### src/rtl/bbd_pkg.sv
package bbd_pkg;
  typedef enum logic {
    AVG_BLOCK = 1'b0,
    AVG_SLIDE = 1'b1
  } avg_mode_e;

  // output width: enough to hold a count equal to the window length
  function automatic int word_bits(input int win);
    return $clog2(win) + 1;
  endfunction
endpackage

### src/rtl/bbd_history.sv
module bbd_history #(
  parameter int WIN_LEN = 16
) (
  input  logic clk,
  input  logic rst,
  input  logic shift_en,
  input  logic bit_in,
  output logic bit_old
);
  logic [WIN_LEN-1:0] line;

  generate
    if (WIN_LEN == 1) begin : g_single
      always_ff @(posedge clk) begin
        if (rst)           line <= '0;
        else if (shift_en) line <= bit_in;
      end
    end else begin : g_line
      always_ff @(posedge clk) begin
        if (rst)           line <= '0;
        else if (shift_en) line <= {line[WIN_LEN-2:0], bit_in};
      end
    end
  endgenerate

  // bit about to leave the window when the next bit is shifted in
  assign bit_old = line[WIN_LEN-1];
endmodule

### src/rtl/bbd_accum.sv
module bbd_accum
  import bbd_pkg::*;
#(
  parameter int WIN_LEN = 16,
  parameter int CW      = 5
) (
  input  logic          clk,
  input  logic          rst,
  input  avg_mode_e     mode,
  input  logic          bit_vld,
  input  logic          bit_new,
  input  logic          bit_old,
  output logic          emit,
  output logic [CW-1:0] total
);
  localparam int PW = (WIN_LEN > 1) ? $clog2(WIN_LEN) : 1;
  localparam logic [PW-1:0] LAST = PW'(WIN_LEN - 1);

  logic [PW-1:0] pos;
  logic          full;
  logic [CW-1:0] cnt;
  logic          drop;
  logic          wrap;

  always_comb begin
    drop  = (mode == AVG_SLIDE) && bit_old;
    total = cnt + CW'(bit_new) - CW'(drop);
    wrap  = (pos == LAST);
    emit  = bit_vld && (wrap || ((mode == AVG_SLIDE) && full));
  end

  always_ff @(posedge clk) begin
    if (rst) begin
      pos  <= '0;
      full <= 1'b0;
      cnt  <= '0;
    end else if (bit_vld) begin
      pos <= wrap ? '0 : pos + PW'(1);
      if (wrap) full <= 1'b1;
      cnt <= ((mode == AVG_BLOCK) && wrap) ? '0 : total;
    end
  end

  // the running count never exceeds the window length
  a_r3_count_bound: assert property (@(posedge clk) disable iff (rst)
    cnt <= CW'(WIN_LEN));

  // idle cycles leave the count untouched
  a_r4_idle_hold: assert property (@(posedge clk) disable iff (rst)
    !bit_vld |=> $stable(cnt));
endmodule

### src/rtl/bitstream_boxcar_decimator.sv
module bitstream_boxcar_decimator
  import bbd_pkg::*;
#(
  parameter int WIN_LEN = 16,
  localparam int CW     = bbd_pkg::word_bits(WIN_LEN)
) (
  input  logic          clk,
  input  logic          rst,
  input  logic          mode_slide,
  input  logic          bit_in,
  input  logic          bit_vld,
  output logic [CW-1:0] word_out,
  output logic          word_vld
);
  avg_mode_e     mode;
  logic          bit_old;
  logic          emit;
  logic [CW-1:0] total;

  assign mode = mode_slide ? AVG_SLIDE : AVG_BLOCK;

  bbd_history #(.WIN_LEN(WIN_LEN)) u_history (
    .clk      (clk),
    .rst      (rst),
    .shift_en (bit_vld),
    .bit_in   (bit_in),
    .bit_old  (bit_old)
  );

  bbd_accum #(.WIN_LEN(WIN_LEN), .CW(CW)) u_accum (
    .clk     (clk),
    .rst     (rst),
    .mode    (mode),
    .bit_vld (bit_vld),
    .bit_new (bit_in),
    .bit_old (bit_old),
    .emit    (emit),
    .total   (total)
  );

  always_ff @(posedge clk) begin
    if (rst) begin
      word_out <= '0;
      word_vld <= 1'b0;
    end else begin
      word_vld <= emit;
      if (emit) word_out <= total;
    end
  end

  // a published word fits the window length
  a_r3_no_overflow: assert property (@(posedge clk) disable iff (rst)
    word_vld |-> (word_out <= CW'(WIN_LEN)));

  // block windows never yield back-to-back words
  a_r2_block_spacing: assert property (@(posedge clk) disable iff (rst)
    (!mode_slide && word_vld) |=> !word_vld);

  // every word is caused by an accepted bit one cycle earlier
  a_r4_word_cause: assert property (@(posedge clk) disable iff (rst)
    word_vld |-> $past(bit_vld));

  // nothing is published in the cycle after reset
  a_r7_reset_quiet: assert property (@(posedge clk) disable iff (rst)
    $past(rst) |-> (!word_vld && word_out == '0));

  // sliding words move by at most one step
  a_r8_slide_step: assert property (@(posedge clk) disable iff (rst)
    (mode_slide && word_vld && $past(word_vld)) |->
      ((word_out == $past(word_out)) ||
       (word_out == $past(word_out) + CW'(1)) ||
       (word_out + CW'(1) == $past(word_out))));
endmodule

### config.mk
export PLATFORM = sky130hd
export DESIGN_NAME = bitstream_boxcar_decimator
export DESIGN_NICKNAME = d
export VERILOG_FILES = /design/src/rtl/bbd_pkg.sv /design/src/rtl/bbd_history.sv /design/src/rtl/bbd_accum.sv /design/src/rtl/bitstream_boxcar_decimator.sv
export SDC_FILE = /design/constraint.sdc
export NUM_CORES = 1
export LEC_CHECK = 0
export ABC_AREA = 1
export CAP_MARGIN = 5
export CORE_UTILIZATION = 56
export DETAILED_ROUTE_END_ITERATION = 6
export PLACE_DENSITY_LB_ADDON = 0.05
export SYNTH_ARGS = -nofsm -noshare
export SYNTH_HDL_FRONTEND = slang
export SYNTH_SLANG_ARGS = --single-unit
### constraint.sdc
create_clock -name clk -period 3 [get_ports clk]
set_input_delay 0.9 -clock clk [delete_from_list [all_inputs] [get_ports clk]]
set_output_delay 0.9 -clock clk [all_outputs]
set_load 0.1 [all_outputs]
==> results.sh <==
export IMPL_multiInputGateArea_um2=652
export IMPL_coreArea_um2=2300
export IMPL_drt_drc_violations_left=0
export IMPL_critPathCaptureType="register"
export IMPL_hold_viol_final=0
export IMPL_max_freq_mhz=383
export IMPL_port_buffers=10
export IMPL_dp_slack_ns=0.0447
export IMPL_track_usage_pct=22.3
export IMPL_cts_tree="done"
export IMPL_clock_skew_ns=0.00567
export IMPL_synth_fp_nets=201
export IMPL_clockBufferDepth=2
export IMPL_antenna_found_initial=0
export IMPL_regArea_um2=641
export IMPL_startpoint_type="input pin"
export IMPL_hold_class="reg -> reg"
export IMPL_worst_pin_slew_ns=0.550
export IMPL_min_period_ns=2.61
export IMPL_yosysSeqAreaShare_pct=44.8
export IMPL_n_fill_cell=192
export IMPL_cts_hold_buf=0
export IMPL_relSlewSlack_pct=63.3
export IMPL_wl_per_cell_um=10.8
export IMPL_syn2layout_area_growth_pct=12.1
export IMPL_synth_commonest_cells="38 x nor2_1, 34 x nand2_1, 32 x dfxtp_1"
export IMPL_grt_pass1_wl_um=4440
export IMPL_cts_root_buf="clkbuf_4"
export IMPL_fp_dieH_um=52.5
export IMPL_grt_start_max_net_pins=24
export IMPL_setup_viol_count_final=0
export IMPL_drv_slew=0
export IMPL_crit_fanout=2
export IMPL_antenna_left=0
export IMPL_cp_common_cell="nand2_1"
export IMPL_status="finished clean"
export IMPL_fin_ws_ns=0.387
export IMPL_maxCapViolations=0
export IMPL_io_pins=11
export IMPL_worst_path_largest_cell_delay_ns=0.48
export IMPL_htreeDepth=2
export IMPL_ir_worst_vdd_uv=451
export IMPL_synth_async_reset_ratio_pct=0
export IMPL_rows=17
export IMPL_postCtsResizedCells=0
export IMPL_crit_chain="clkdlybuf4s50_1 -> nand2_1 -> inv_1 -> ha_1 -> inv_1 -> ha_1 -> inv_1 -> fa_1 -> inv_1 -> nand2_1 -> nand2_1 -> nand3_1 -> nand2_1 -> nand2_1 -> nand2_1 -> inv_1"
export IMPL_grt_pass1_vias=1118
export IMPL_postCtsSetupBuffers=0
export IMPL_start_util_pct=62.2
export IMPL_synth_edf_count=0
export IMPL_synth_top_flop_cell="dfxtp_1"
export IMPL_grt_overflow=0
export IMPL_cts_made_buffers=5
export IMPL_worstPathRequired_ns=3.23
export IMPL_drt_wl_total_um=2460
export IMPL_power_density_nw_per_um2=645
export IMPL_syn_area_um2=1430
export IMPL_vias=1188
export IMPL_drive_above_1_share_pct=10.4
export IMPL_period_share_pct=87.1
export IMPL_num_nets_final=212
export IMPL_synth_top_area_share_pct=44.8
export IMPL_synth_cell_types=20
export IMPL_setup_total_negative_slack_ns=0
export IMPL_gp_congestion=0.784
export IMPL_rsz0062_at_grt="no"
export IMPL_ys_ff_latch=32
export IMPL_dp_hpwl_um=1730
export IMPL_synthCells=189
export IMPL_vias_per_cell=5.19
export IMPL_critPathKind="in -> reg"
export IMPL_yosysWarnings=0
export IMPL_crit_path_top_delay_cell="clkdlybuf4s50_1"
export IMPL_die_w_um=52.5
export IMPL_n_antenna_cell=0
export IMPL_yosysMostFrequentCell="nor2_1"
export IMPL_arrival_ns=2.84
export IMPL_drt_iter0_markers=23
export IMPL_die_area_um2=2760
export IMPL_p_leak_nw=0.762
export IMPL_clkSinkCount=32
export IMPL_first_pass_iters=4
export IMPL_clk_latency_ns=0.32
export IMPL_yosysTopAreaCell="dfxtp_1"
export IMPL_postSynthAreaPerCell_um2=7.56
export IMPL_clk_pin_slew_worst_paths_ns=0.10
export IMPL_synthTopCellsByArea="dfxtp_1 45%, nor2_1 10%, nand2_1 8.9%"
-- flip-flops by register name, indices dropped and copies added, names as in the netlist --
register,count
u_history.line,16
u_accum.pos,4
u_accum.full,1
word_out,5
u_accum.cnt,5
word_vld,1
-- per-layer routing --
metal	track usage, %	routed length (um)
met5	0	0
met4	10.5	32
met3	5.22	60
met2	38.2	1230
met1	25.8	1140
-- through the flow --
stage / power [mW] / cell area (um2) / hold slack (ns) / std cells / utilization (%)
finish: 1.03 / 1600 / 0.473 / 229 / 69.7
global route: 1.09 / 1600 / 0.512 / 229 / 69.7
CTS: 1.04 / 1600 / 0.472 / 229 / 69.7
detailed placement: 0.676 / 1510 / 0.459 / 221 / 65.6
global placement: 0.668 / 1510 / 0.450 / 221 / 65.6
floorplan: 0.640 / 1430 / 0.440 / 189 / -
-- path summary, 6_finish.rpt --
check | from | endpoint | slack, ns | depth (start not counted)
max | mode_slide | word_out[4] | 0.39 | 16
min | u_accum.full | u_accum.full | 0.47 | 2
max reg2reg | u_history.line[15] | word_out[4] | 1.10 | 15
min reg2reg | u_accum.full | u_accum.full | 0.47 | 2
-- placed cells by master (no fill, tap or decap), drive strengths merged --
| master | netlist | layout |
|---|---|---|
| a211oi | 1 | 1 |
| a21oi | 11 | 11 |
| buf | 7 | 8 |
| bufinv | 0 | 1 |
| clkbuf | 1 | 7 |
| clkdlybuf4s50 | 0 | 4 |
| dfxtp | 32 | 32 |
| fa | 1 | 1 |
| ha | 6 | 6 |
| inv | 21 | 21 |
| nand2 | 35 | 35 |
| nand3 | 11 | 11 |
| nand4 | 1 | 1 |
| nor2 | 38 | 38 |
| o21ai | 21 | 21 |
| or2 | 2 | 2 |
| xnor2 | 1 | 1 |
-- critical path, delay by kind of cell --
family	cells	cell delay [ns]
buffers and inverters	6	0.74
AND/OR/NAND/NOR	7	0.45
adder cells (fa/ha/maj)	3	0.75
-- where the power goes --
group	internal, mW	switching, mW	total, mW
Sequential	0.456	0.0198	0.476
Combinational	0.0779	0.114	0.192
Clock	0.221	0.144	0.365
Total	0.755	0.278	1.03
-- logic make-up after synthesis --
family          Yosys count  synth area share, %
compound gates           33                 11.7
xor+xnor                  1                0.613
fa+ha+maj                 7                 6.65
buf+inv                  29                 9.54
flops                    32                 44.8
simple gates             87                 26.6
-- cell type report --
class                      count  area share [%]
multi-input combinational    128            40.7
sequential                    32            40.0
timing repair buffer          12            6.25
inverter                      21            4.92
clock buffer                   7            4.06
tap                           28            2.19
clock inverter                 1            1.87
No activity file was read; power rests on OpenSTA's default activity.
